==> src/rtl/intd_ctl_pkg.sv <==
package intd_ctl_pkg;
  localparam int unsigned B_G0    = 0;
  localparam int unsigned B_G1NS  = 1;
  localparam int unsigned B_G1S   = 2;
  localparam int unsigned B_AR_S  = 4;
  localparam int unsigned B_AR_NS = 5;
  localparam int unsigned B_DS    = 6;
  localparam int unsigned DATA_W  = 32;

  typedef struct packed {
    logic g0;
    logic g1ns;
    logic g1s;
    logic ar_ns;
    logic ds;
  } ctl_state_t;
endpackage

==> src/rtl/intd_ctl_state.sv <==
module intd_ctl_state
  import intd_ctl_pkg::*;
(
  input  logic       clk,
  input  logic       rst_n,
  input  logic       wr_en,
  input  logic       wr_secure,
  input  logic       d_g0,
  input  logic       d_g1ns,
  input  logic       d_g1s,
  input  logic       d_ds,
  output ctl_state_t st
);
  ctl_state_t nxt;

  always_comb begin
    nxt = st;
    if (wr_en) begin
      if (st.ds) begin
        nxt.g0   = d_g0;
        nxt.g1ns = d_g1ns;
      end else if (wr_secure) begin
        nxt.g0   = d_g0;
        nxt.g1ns = d_g1ns;
        nxt.g1s  = d_g1s;
        if (d_ds) begin
          nxt.ds    = 1'b1;
          nxt.g1s   = 1'b0;
          nxt.ar_ns = 1'b0;
        end
      end else begin
        nxt.g1ns = d_g1ns;
      end
    end
  end

  always_ff @(posedge clk or negedge rst_n) begin
    if (!rst_n) begin
      st <= '{g0: 1'b0, g1ns: 1'b0, g1s: 1'b0, ar_ns: 1'b1, ds: 1'b0};
    end else begin
      st <= nxt;
    end
  end
endmodule

==> src/rtl/intd_ctl_readmux.sv <==
module intd_ctl_readmux
  import intd_ctl_pkg::*;
#(
  parameter int unsigned ADDR_W  = 8,
  parameter int unsigned NUM_IRQ = 96
) (
  input  ctl_state_t          st,
  input  logic                rd_secure,
  input  logic [ADDR_W-1:0]   rd_addr,
  output logic [DATA_W-1:0]   rd_data
);
  localparam logic [ADDR_W-1:0] CTRL_OFS = ADDR_W'(0);
  localparam logic [ADDR_W-1:0] TYPE_OFS = ADDR_W'(4);
  localparam int unsigned LINES_W = 5;

  logic [LINES_W-1:0] lines_field;

  generate
    if (NUM_IRQ <= 32) begin : g_no_ext
      assign lines_field = '0;
    end else begin : g_ext
      assign lines_field = LINES_W'((NUM_IRQ - 32) / 32 - 1);
    end
  endgenerate

  logic [DATA_W-1:0] full_view, ns_view, type_word;

  always_comb begin
    full_view          = '0;
    full_view[B_G0]    = st.g0;
    full_view[B_G1NS]  = st.g1ns;
    full_view[B_G1S]   = st.g1s;
    full_view[B_AR_S]  = 1'b1;
    full_view[B_AR_NS] = st.ar_ns;
    full_view[B_DS]    = st.ds;

    ns_view            = '0;
    ns_view[B_G1NS]    = st.g1ns;
    ns_view[B_AR_S]    = 1'b1;

    type_word          = '0;
    type_word[25]      = 1'b1;
    type_word[24]      = 1'b1;
    type_word[23:19]   = 5'hF;
    type_word[10]      = ~st.ds;
    type_word[LINES_W-1:0] = lines_field;

    if (rd_addr == CTRL_OFS)
      rd_data = (!st.ds && !rd_secure) ? ns_view : full_view;
    else if (rd_addr == TYPE_OFS)
      rd_data = type_word;
    else
      rd_data = '0;
  end
endmodule

==> src/rtl/intd_ctl_bank.sv <==
module intd_ctl_bank
  import intd_ctl_pkg::*;
#(
  parameter int unsigned ADDR_W  = 8,
  parameter int unsigned NUM_IRQ = 96
) (
  input  logic              clk,
  input  logic              rst_n,
  input  logic              req_valid,
  output logic              req_ready,
  input  logic              req_write,
  input  logic              req_secure,
  input  logic [ADDR_W-1:0] req_addr,
  input  logic [31:0]       req_wdata,
  output logic              rsp_valid,
  output logic [31:0]       rsp_rdata,
  output logic              grp0_en,
  output logic              grp1ns_en,
  output logic              grp1s_en,
  output logic              sec_disabled
);
  localparam logic [ADDR_W-1:0] CTRL_OFS = ADDR_W'(0);

  ctl_state_t        st;
  logic              ctl_wr;
  logic              rd_fire;
  logic [DATA_W-1:0] rd_word;
  logic              unused_wbits;

  assign req_ready    = 1'b1;
  assign ctl_wr       = req_valid && req_write && (req_addr == CTRL_OFS);
  assign rd_fire      = req_valid && !req_write;
  assign unused_wbits = ^{req_wdata[31:7], req_wdata[5:3]};

  intd_ctl_state u_state (
    .clk       (clk),
    .rst_n     (rst_n),
    .wr_en     (ctl_wr),
    .wr_secure (req_secure),
    .d_g0      (req_wdata[B_G0]),
    .d_g1ns    (req_wdata[B_G1NS]),
    .d_g1s     (req_wdata[B_G1S]),
    .d_ds      (req_wdata[B_DS]),
    .st        (st)
  );

  intd_ctl_readmux #(.ADDR_W(ADDR_W), .NUM_IRQ(NUM_IRQ)) u_rmux (
    .st        (st),
    .rd_secure (req_secure),
    .rd_addr   (req_addr),
    .rd_data   (rd_word)
  );

  always_ff @(posedge clk or negedge rst_n) begin
    if (!rst_n) begin
      rsp_valid <= 1'b0;
      rsp_rdata <= '0;
    end else begin
      rsp_valid <= rd_fire;
      if (rd_fire) rsp_rdata <= rd_word;
    end
  end

  assign grp0_en      = st.g0;
  assign grp1ns_en    = st.g1ns;
  assign grp1s_en     = st.g1s;
  assign sec_disabled = st.ds;
endmodule

==> config.mk <==
export PLATFORM = sky130hd
export DESIGN_NAME = intd_ctl_bank
export DESIGN_NICKNAME = d
export VERILOG_FILES = /design/src/rtl/intd_ctl_pkg.sv /design/src/rtl/intd_ctl_state.sv /design/src/rtl/intd_ctl_readmux.sv /design/src/rtl/intd_ctl_bank.sv
export SDC_FILE = /design/constraint.sdc
export NUM_CORES = 1
export LEC_CHECK = 0
export ABC_AREA = 0
export BUFFER_PORTS_ARGS = -buffer_cell sky130_fd_sc_hd__buf_2
export CAP_MARGIN = 25
export CORE_MARGIN = 4
export CORE_UTILIZATION = 38
export DETAILED_ROUTE_END_ITERATION = 10
export GPL_ROUTABILITY_DRIVEN = 0
export GPL_TIMING_DRIVEN = 0
export HOLD_SLACK_MARGIN = 0.05
export MAX_ROUTING_LAYER = met4
export PLACE_DENSITY = 0.95
export SLEW_MARGIN = 10
export SYNTH_ARGS = -nofsm -noshare
export SYNTH_HDL_FRONTEND = slang
export SYNTH_SLANG_ARGS = --single-unit
==> constraint.sdc <==
create_clock -name clk -period 1.9 [get_ports clk]
set_input_delay 0.19 -clock clk [delete_from_list [all_inputs] [get_ports clk]]
set_output_delay 0.19 -clock clk [all_outputs]
set_load 0.01 [all_outputs]
==> results.sh, run 1 <==
export IMPL_power_leakage_uw=0.0006783
export IMPL_numCtsBuffers=3
export IMPL_synth_top_flop_cell="sky130_fd_sc_hd__dfrtp_1"
export IMPL_cts_max_level=1
export IMPL_finalHoldViolCount=0
export IMPL_irDropWorstVdd_v=0.0002390
export IMPL_placement_rows=16
export IMPL_max_cap_violations=0
export IMPL_postSynthCellCount=83
export IMPL_flow_area_growth_from_synthesis_pct=37.27
export IMPL_via_count_of_the_first_global_routing_pass=636
export IMPL_critical_path_class="reg2reg"
export IMPL_end_kind="flop"
export IMPL_chipWidth_um=54.62
export IMPL_drt_wl_total_um=1746
export IMPL_critical_path_arrival_ns=1.42
export IMPL_post_synth_cell_area_avg_um2=9.949
export IMPL_post_synth_main_area_contributors="sky130_fd_sc_hd__dfrtp_1 (39%), sky130_fd_sc_hd__buf_4 (23%), sky130_fd_sc_hd__nand2_1 (7.3%), sky130_fd_sc_hd__nor4_4 (5.2%), sky130_fd_sc_hd__o21ai_0 (3.6%)"
export IMPL_grt_overflow_total=0
export IMPL_timing_final_crit_share_pct=66.05
export IMPL_slew_viol_final=0
export IMPL_run_status="finished clean"
export IMPL_place_inst=162
export IMPL_critPathRequiredTime_ns=2.06
export IMPL_number_of_enable_type_register_cells_in_the_synthesized_netlist=0
export IMPL_placeable_core_area_um2=2022
export IMPL_rsz0062_at_grt="no"
export IMPL_post_dp_cell_area_um2=1097
export IMPL_async_flop_share_pct=100.0
export IMPL_most_common_cell_in_the_synthesized_netlist="sky130_fd_sc_hd__buf_4"
export IMPL_cellPowerDensity_nw_per_um2=510.4
export IMPL_root_buffer="sky130_fd_sc_hd__clkbuf_4"
export IMPL_synth_lib_cells_used_distinct=21
export IMPL_fp_dieArea_um2=2983
export IMPL_vias_per_cell=4.156
export IMPL_wl_per_cell_um=10.46
export IMPL_tritoncts="yes"
export IMPL_synthDominantCellAreaShare_pct=39.39
export IMPL_worst_path_maximum_fanout=8
export IMPL_die_h_um=54.62
export IMPL_antenna_diode_count=0
export IMPL_clock_sinks=14
export IMPL_ys_seq_area_share_pct=42.58
export IMPL_design_area_um2=1134
export IMPL_detailedPlacementHpwl_um=1529
export IMPL_number_of_port_buffers=34
export IMPL_drtAntennaViolNets=0
export IMPL_final_period_minus_worst_setup_slack_ns=1.255
export IMPL_detail_route_iter0_violations=4
export IMPL_setup_viol_count_final=0
export IMPL_dr_total_vias=694
export IMPL_drt_pass1_iterations=4
export IMPL_syn_cell_area_um2=825.8
export IMPL_ys_seq_elements=14
export IMPL_synthesis_yosys_warnings=0
export IMPL_timing_clock_skew_ns=0.003694
export IMPL_final_setup_tns_ns=0
export IMPL_clk_transition_reported_paths_ns=0.07
export IMPL_max_freq_mhz=796.9
export IMPL_setup_worst_path_start_class="flop"
export IMPL_worst_skew_pair_late_latency_ns=0.28
export IMPL_grt_pass1_wl_um=2594
export IMPL_post_route_cells_drive_above_1_share_pct=50.00
export IMPL_grt_start_max_net_pins=15
export IMPL_instances_no_fill=167
export IMPL_grt_antenna_before_repair=0
export IMPL_grt_util_all_layers_pct=13.01
export IMPL_yosysTopAreaCell="sky130_fd_sc_hd__dfrtp_1"
export IMPL_final_nets=186
export IMPL_initial_utilization_pct=40.84
export IMPL_floorplan_io_pins=83
export IMPL_drc=0
export IMPL_timing_hold_worst_class="in2reg"
export IMPL_cts_root_to_sink_buffers=2
export IMPL_synth_top_cells_by_count="sky130_fd_sc_hd__buf_4 (25), sky130_fd_sc_hd__nand2_1 (16), sky130_fd_sc_hd__dfrtp_1 (13)"
## placed cells by master, fill, tap and decap left out, drive strengths merged, types with 2 or more instances in the layout
master	instances
o21ai	6
conb	20
nand2	16
buf	60
o211ai	2
nor4	2
mux2	3
nand3	3
dfrtp	13
clkbuf	4
## kinds of logic after synthesis
| family | after synthesis | synth area share, % |
|---|---|---|
| other | 2 | 0.9094 |
| multiplexers | 3 | 4.545 |
| buffers and inverters | 27 | 23.79 |
| AND/OR/NAND/NOR | 26 | 19.55 |
| flip-flops | 14 | 42.58 |
| AO/OA/AOI/OAI | 11 | 8.637 |
## worst max-delay path: stages (launching register included)
cell,delay (ns)
sky130_fd_sc_hd__dfrtp_1,0.47
sky130_fd_sc_hd__o211a_1,0.25
sky130_fd_sc_hd__nand3_1,0.08
sky130_fd_sc_hd__mux2_2,0.34
## worst paths after layout
kind	from	end	slack, ns	depth (start not counted)
min in group asynchronous	rst_n	rsp_rdata[5]	0.33	2
hold / removal	req_wdata[1]	u_state.st[3]	0.15	2
max in group asynchronous	rst_n	u_state.st[1]	1.28	2
setup / recovery	u_state.st[0]	u_state.st[4]	0.65	3
hold reg to reg	u_state.st[1]	u_state.st[1]	0.47	1
setup reg to reg	u_state.st[0]	u_state.st[4]	0.65	3
## layout make-up
cell class | count | area, um^2
timing repair buffer | 35 | 180.2
fill | 184 | 888.4
tap | 27 | 33.78
buffer | 26 | 192.7
multi-input combinational | 60 | 345.3
inverter | 1 | 3.754
clock buffer | 4 | 26.28
sequential | 14 | 351.6
## report_power, final
group	switching (uW)	total, uW	internal (uW)
registers	1.96	303	301
clock network	90.4	172	81.5
logic	54.1	104	50.0
total	146	579	432
## repair_timing
action                    in CTS  in global routing
hold buffers                   1                  0
setup buffers                  0                  0
gates resized for setup        0                  0
hold endpoints to repair      13                  0
## metrics by stage
stage	worst slack [ns]	total power, uW	hold WS (ns)	utilization (%)
4_1_cts	0.6413	581.6	0.1429	56.06
3_3_place_gp	0.5441	406.6	0.08290	54.27
3_5_place_dp	0.5010	409.0	0.09111	54.27
6_report	0.6451	578.6	0.1469	56.06
2_1_floorplan	0.7050	372.7	-0.1056	-
5_1_grt	0.5880	613.8	0.1373	56.06
## flip-flops by register name (all words and copies together) (netlist names)
name and flops:
u_state.st 5, rsp_rdata 8, rsp_valid 1
## layer usage
metal	wire, um	global-route usage, %	up-vias
met2	912	22.64	39
met4	32	7.884	0
met1	615	12.86	305
met5	0	-	-
met3	186	3.270	3
li1	-	-	347
No activity file was read; power rests on OpenSTA's default activity.
==> run 2: changes to the inputs <==
- CORE_UTILIZATION: 38 -> 35
- PLACE_DENSITY: 0.95 -> 0.89
- clock period: 1.9 -> 1.2 ns (I/O delays scaled with it)
==> run 2 against run 1 <==
Count of clock-buffer cells in the layout unchanged. Clock power increased by 52%. Critical path type unchanged. Final area increased by 0.88%. Global-route usage decreased by 2.1 points. Non-clock buffer count increased by 1. Critical path depth unchanged. Die area increased by 7.3%. Worst hold slack got worse by 0.072 ns. Clock skew about the same. Flip-flop and latch count unchanged. Cell count increased by 1.2%.
==> results.sh, run 2 (synthesized netlist as in run 1, its figures left out) <==
export IMPL_critical_path_reg2reg_endpoint="u_state.st[4]"
export IMPL_clock_sinks=14
export IMPL_critical_path_slowest_stage_cell="sky130_fd_sc_hd__dfrtp_2"
export IMPL_registers_top_by_ff_count="rsp_rdata"
export IMPL_worstRegToRegCells=3
export IMPL_cts_max_level=1
export IMPL_timing_final_crit_share_pct=96.03
export IMPL_grt_start_max_net_pins=15
export IMPL_placement_rows=17
export IMPL_end_kind="flop"
export IMPL_drc=0
export IMPL_grt_antenna_before_repair=0
export IMPL_crit_path_max_incr_delay_ns=0.41
export IMPL_floorplan_io_pins=83
export IMPL_detail_route_iter0_violations=15
export IMPL_via_count_of_the_first_global_routing_pass=636
export IMPL_timing_clock_skew_ns=0.003344
export IMPL_drt_wl_total_um=1640
export IMPL_hold_ws_ns=0.07526
export IMPL_power_leakage_uw=0.0006821
export IMPL_critical_path_cell_count=3
export IMPL_rsz0062_at_grt="no"
export IMPL_dr_total_vias=675
export IMPL_critical_path_class="reg2reg"
export IMPL_number_of_port_buffers=34
export IMPL_final_period_minus_worst_setup_slack_ns=1.152
export IMPL_cellPowerDensity_nw_per_um2=790.9
export IMPL_drtAntennaViolNets=0
export IMPL_finalHoldViolCount=0
export IMPL_top_library_cells_by_usage_in_the_layout_fill_and_taps_aside="sky130_fd_sc_hd__buf_2 (35), sky130_fd_sc_hd__buf_4 (26), sky130_fd_sc_hd__conb_1 (20)"
export IMPL_run_status="finished clean"
export IMPL_number_of_fill_cells=209
export IMPL_setup_viol_count_final=0
export IMPL_die_h_um=56.58
export IMPL_largest_reg_flops=8
export IMPL_worst_r2r_setup_slack_ns=0.05
export IMPL_worst_skew_pair_late_latency_ns=0.27
export IMPL_antenna_diode_count=0
export IMPL_worst_path_maximum_fanout=3
export IMPL_placeable_core_area_um2=2233
export IMPL_initial_utilization_pct=36.97
export IMPL_grt_pass1_wl_um=2691
export IMPL_cp_buffers_inverters=0
export IMPL_setup_worst_path_start_class="flop"
export IMPL_endpoint="u_state.st[4]"
export IMPL_critical_path_arrival_ns=1.32
export IMPL_r2r_start="u_state.st[0]"
export IMPL_drt_pass1_iterations=4
export IMPL_numCtsBuffers=3
export IMPL_max_cap_violations=0
export IMPL_vias_per_cell=3.994
export IMPL_post_route_cells_drive_above_1_share_pct=51.06
export IMPL_grt_overflow_total=0
export IMPL_cts_root_to_sink_buffers=2
export IMPL_flow_area_growth_from_synthesis_pct=38.49
export IMPL_grt_util_all_layers_pct=10.93
export IMPL_layout_setup_ws_ns=0.04762
export IMPL_irDropWorstVdd_v=0.0003517
export IMPL_final_nets=187
export IMPL_place_ws_ns=-0.1239
export IMPL_timing_hold_worst_class="in2reg"
export IMPL_tritoncts="yes"
export IMPL_root_buffer="sky130_fd_sc_hd__clkbuf_4"
export IMPL_final_common_cell="sky130_fd_sc_hd__buf_2"
export IMPL_timing_critical_path_cells="o211a_1, nand3_1, mux2_2"
export IMPL_chipWidth_um=56.58
export IMPL_reg_top3="rsp_rdata (8), u_state.st (5), rsp_valid (1)"
export IMPL_critPathRequiredTime_ns=1.36
export IMPL_max_freq_mhz=867.8
export IMPL_slew_viol_final=0
export IMPL_path_delay_family="flip-flops"
export IMPL_fp_dieArea_um2=3201
export IMPL_clk_transition_reported_paths_ns=0.08
export IMPL_wl_per_cell_um=9.704
export IMPL_crit_start="u_state.st[0]"
==> run 2: changes by cell type in the layout (fill, tap and decap cells not counted) <==
cell,previous run,this run
sky130_fd_sc_hd__dfrtp_1,13,12
sky130_fd_sc_hd__buf_4,25,26
sky130_fd_sc_hd__dfrtp_2,0,1
==> run 2: what timing repair did <==
action | 4_1_cts | 5_1_grt
buffers inserted | 1 | 0
resized for setup | 1 | 0
hold buffers | 1 | 0
endpoints found under the hold margin | 14 | 0
endpoints found under the setup margin | 2 | 0
==> run 2: metrics by stage <==
step	total power (uW)	instance area [um^2]	utilization (%)	TNS [ns]	instances
3_5_place_dp	646.5	1099	49.19	-0.2363	163
5_1_grt	959.1	1144	51.20	0	169
2_1_floorplan	590.1	893.4	-	0	101
3_3_place_gp	644.0	1099	49.19	-0.1164	163
4_1_cts	913.3	1144	51.20	0	169
6_report	904.5	1144	51.20	0	169
==> run 2: power by group <==
part | internal [uW] | switching, uW | total, uW
registers | 476 | 2.29 | 478
logic | 79.8 | 84.4 | 164
clock network | 129 | 133 | 262
total | 685 | 220 | 904
==> run 2: area by class of cell <==
type	instances	area, um^2	share of cell area (%)
flip-flops and latches	14	352.8	30.85
multi-input cells	60	345.3	30.20
plain buffers	26	192.7	16.85
repair buffers	36	187.7	16.41
well taps	28	35.03	3.063
clock buffers	4	26.28	2.298
inverters	1	3.754	0.3282
==> run 2: worst min path at each step <==
stage | cells after the start | end | slack [ns] | startpoint
after floorplan | 0 | rsp_rdata[0] | -0.18 | rst_n
after global placement | 1 | rsp_rdata[5] | 0.02 | rst_n
after detailed placement | 1 | rsp_rdata[5] | 0.03 | rst_n
after CTS | 2 | u_state.st[4] | 0.07 | req_wdata[0]
after global routing | 2 | u_state.st[4] | 0.07 | req_wdata[0]
final | 2 | u_state.st[4] | 0.08 | req_wdata[0]
==> run 2: worst reg2reg max path, stage by stage, from the launching register on <==
cell	delay (ns)
sky130_fd_sc_hd__dfrtp_2	0.41
sky130_fd_sc_hd__o211a_1	0.22
sky130_fd_sc_hd__nand3_1	0.09
sky130_fd_sc_hd__mux2_2	0.33
==> run 2: layer usage <==
layer	vias to the layer above	wire [um]	global-route usage (%)	share of wire, %
li1	349	-	-	-
met1	287	623	11.49	38
met2	36	795	18.81	48
met3	3	198	4.368	12
met4	0	23	3.051	1.4
met5	-	0	-	0
==> run 3: changes to the inputs <==
- MAX_ROUTING_LAYER: met4 -> unset
- RECOVER_POWER: unset -> 25
==> run 3 against run 2 <==
Non-clock buffer count did not move. Critical path depth did not move. Die area is the same. Routed wire length shrank 0.30%. Critical endpoint unchanged. Largest cell class unchanged. Largest power group unchanged. Highest routed layer unchanged.
==> results.sh, run 3 (synthesized netlist as in run 1, its figures left out) <==
export IMPL_r2r_start="u_state.st[0]"
export IMPL_internal_power_uw=684.1
export IMPL_grt_pass1_wl_um=2677
export IMPL_drc=0
export IMPL_cellPowerDensity_nw_per_um2=791.4
export IMPL_tritoncts="yes"
export IMPL_crit_path_max_incr_delay_ns=0.41
export IMPL_setup_worst_path_start_class="flop"
export IMPL_max_freq_mhz=867.8
export IMPL_dr_total_vias=676
export IMPL_power_share_sequential_pct=52.9
export IMPL_via_count_of_the_first_global_routing_pass=639
export IMPL_timing_clock_skew_ns=0.003356
export IMPL_vias_per_cell=4.000
export IMPL_worst_skew_pair_late_latency_ns=0.27
export IMPL_largest_reg_flops=8
export IMPL_reg_top3="rsp_rdata (8), u_state.st (5), rsp_valid (1)"
export IMPL_grt_util_all_layers_pct=10.59
export IMPL_worst_r2r_setup_slack_ns=0.05
export IMPL_number_of_port_buffers=34
export IMPL_max_cap_violations=0
export IMPL_post_route_cells_drive_above_1_share_pct=50.35
export IMPL_critPathRequiredTime_ns=1.36
export IMPL_registers_top_by_ff_count="rsp_rdata"
export IMPL_clock_sinks=14
export IMPL_clk_transition_reported_paths_ns=0.08
export IMPL_clockPowerShare_pct=29.0
export IMPL_timing_critical_path_cells="o211a_1, nand3_1, mux2_2"
export IMPL_comb_power_share_pct=18.1
export IMPL_setup_viol_count_final=0
export IMPL_hold_path_startpoint="req_wdata[0]"
export IMPL_power_total_uw=904.1
export IMPL_root_buffer="sky130_fd_sc_hd__clkbuf_4"
export IMPL_critical_path_arrival_ns=1.32
export IMPL_floorplan_io_pins=83
export IMPL_die_h_um=56.58
export IMPL_timing_final_crit_share_pct=96.03
export IMPL_maxSlewHeadroom_pct=52.82
export IMPL_wl_per_cell_um=9.675
export IMPL_rsz0062_at_grt="no"
export IMPL_detail_route_iter0_violations=16
export IMPL_netSwitchingPower_uw=220.0
export IMPL_initial_utilization_pct=36.97
export IMPL_finalHoldViolCount=0
export IMPL_run_status="finished clean"
export IMPL_chipWidth_um=56.58
export IMPL_grt_start_max_net_pins=15
export IMPL_timing_hold_worst_class="in2reg"
export IMPL_numCtsBuffers=3
export IMPL_critical_path_class="reg2reg"
export IMPL_end_kind="flop"
export IMPL_placeable_core_area_um2=2233
export IMPL_final_setup_tns_ns=0
export IMPL_slew_viol_final=0
export IMPL_worst_slew_pin_slew_ns=0.7078
export IMPL_crit_start="u_state.st[0]"
export IMPL_drt_pass1_iterations=4
export IMPL_cts_root_to_sink_buffers=2
export IMPL_irDropWorstVdd_v=0.0003517
export IMPL_power_share_switching_pct=24.33
export IMPL_grt_overflow_total=0
export IMPL_grt_antenna_before_repair=0
export IMPL_placement_rows=17
export IMPL_fp_dieArea_um2=3201
export IMPL_drtAntennaViolNets=0
export IMPL_critical_path_slowest_stage_cell="sky130_fd_sc_hd__dfrtp_2"
export IMPL_final_common_cell="sky130_fd_sc_hd__buf_2"
export IMPL_worst_path_maximum_fanout=3
export IMPL_flow_area_growth_from_synthesis_pct=38.33
export IMPL_antenna_diode_count=0
export IMPL_final_period_minus_worst_setup_slack_ns=1.152
export IMPL_final_nets=187
export IMPL_cts_max_level=1
export IMPL_power_leakage_uw=0.0006793
export IMPL_drt_wl_total_um=1635
export IMPL_top_library_cells_by_usage_in_the_layout_fill_and_taps_aside="sky130_fd_sc_hd__buf_2 (34), sky130_fd_sc_hd__buf_4 (26), sky130_fd_sc_hd__conb_1 (20)"
[run 3: cell count changes in the layout (fill, tap and decap cells not counted)]
cell                       before  now
sky130_fd_sc_hd__buf_2         35   34
sky130_fd_sc_hd__clkbuf_1       1    2
[run 3: area by class of cell]
class | count | area (um^2)
multi-input combinational | 60 | 345.3
buffer | 26 | 192.7
fill | 210 | 1091
timing repair buffer | 36 | 186.4
inverter | 1 | 3.754
clock buffer | 4 | 26.28
tap | 28 | 35.03
sequential | 14 | 352.8
[run 3: power groups by stage]
stage	Combinational [uW]	Sequential (uW)	Clock, uW
after floorplan	99.7	490	0
after global placement	156	488	0
after detailed placement	158	488	0
after CTS	162	478	273
after global routing	183	479	297
final	164	478	262
[run 3: what timing repair did]
action | CTS | global route
endpoints found under the setup margin | 2 | 0
hold buffers | 1 | 0
resized for setup | 1 | 0
endpoints found under the hold margin | 14 | 0
buffers inserted | 1 | 0
[run 3: metrics by stage]
step	std cells	setup WS [ns]	area [um^2]	utilization, %	hold WS (ns)
floorplan	101	0.005003	893.4	-	-0.1756
global placement	163	-0.08620	1099	49.19	0.01506
detailed placement	163	-0.1239	1099	49.19	0.02630
CTS	169	0.04473	1144	51.20	0.06997
global route	169	0.0003830	1142	51.15	0.07460
finish	169	0.04764	1142	51.15	0.07520
[run 3: critical path, delay by kind of cell, from the launching register on]
kind            cells  cell delay, ns
compound gates      1            0.22
flops               1            0.41
mux                 1            0.33
simple gates        1            0.09
[run 3: final timing paths]
| kind | to | depth (start not counted) |
|---|---|---|
| hold reg to reg | rsp_rdata[2] | 2 |
| min in group asynchronous | rsp_rdata[5] | 2 |
| max in group asynchronous | u_state.st[0] | 2 |
| hold / removal | u_state.st[4] | 2 |
| setup reg to reg | u_state.st[4] | 3 |
| setup / recovery | u_state.st[4] | 3 |
[run 3: metal layers]
metal / GRT usage [%] / share of wire [%] / wire length, um
met5: 0 / 0 / 0
met1: 11.06 / 37 / 610
met3: 4.828 / 13 / 207
met4: 3.051 / 1.3 / 22
met2: 18.81 / 49 / 794
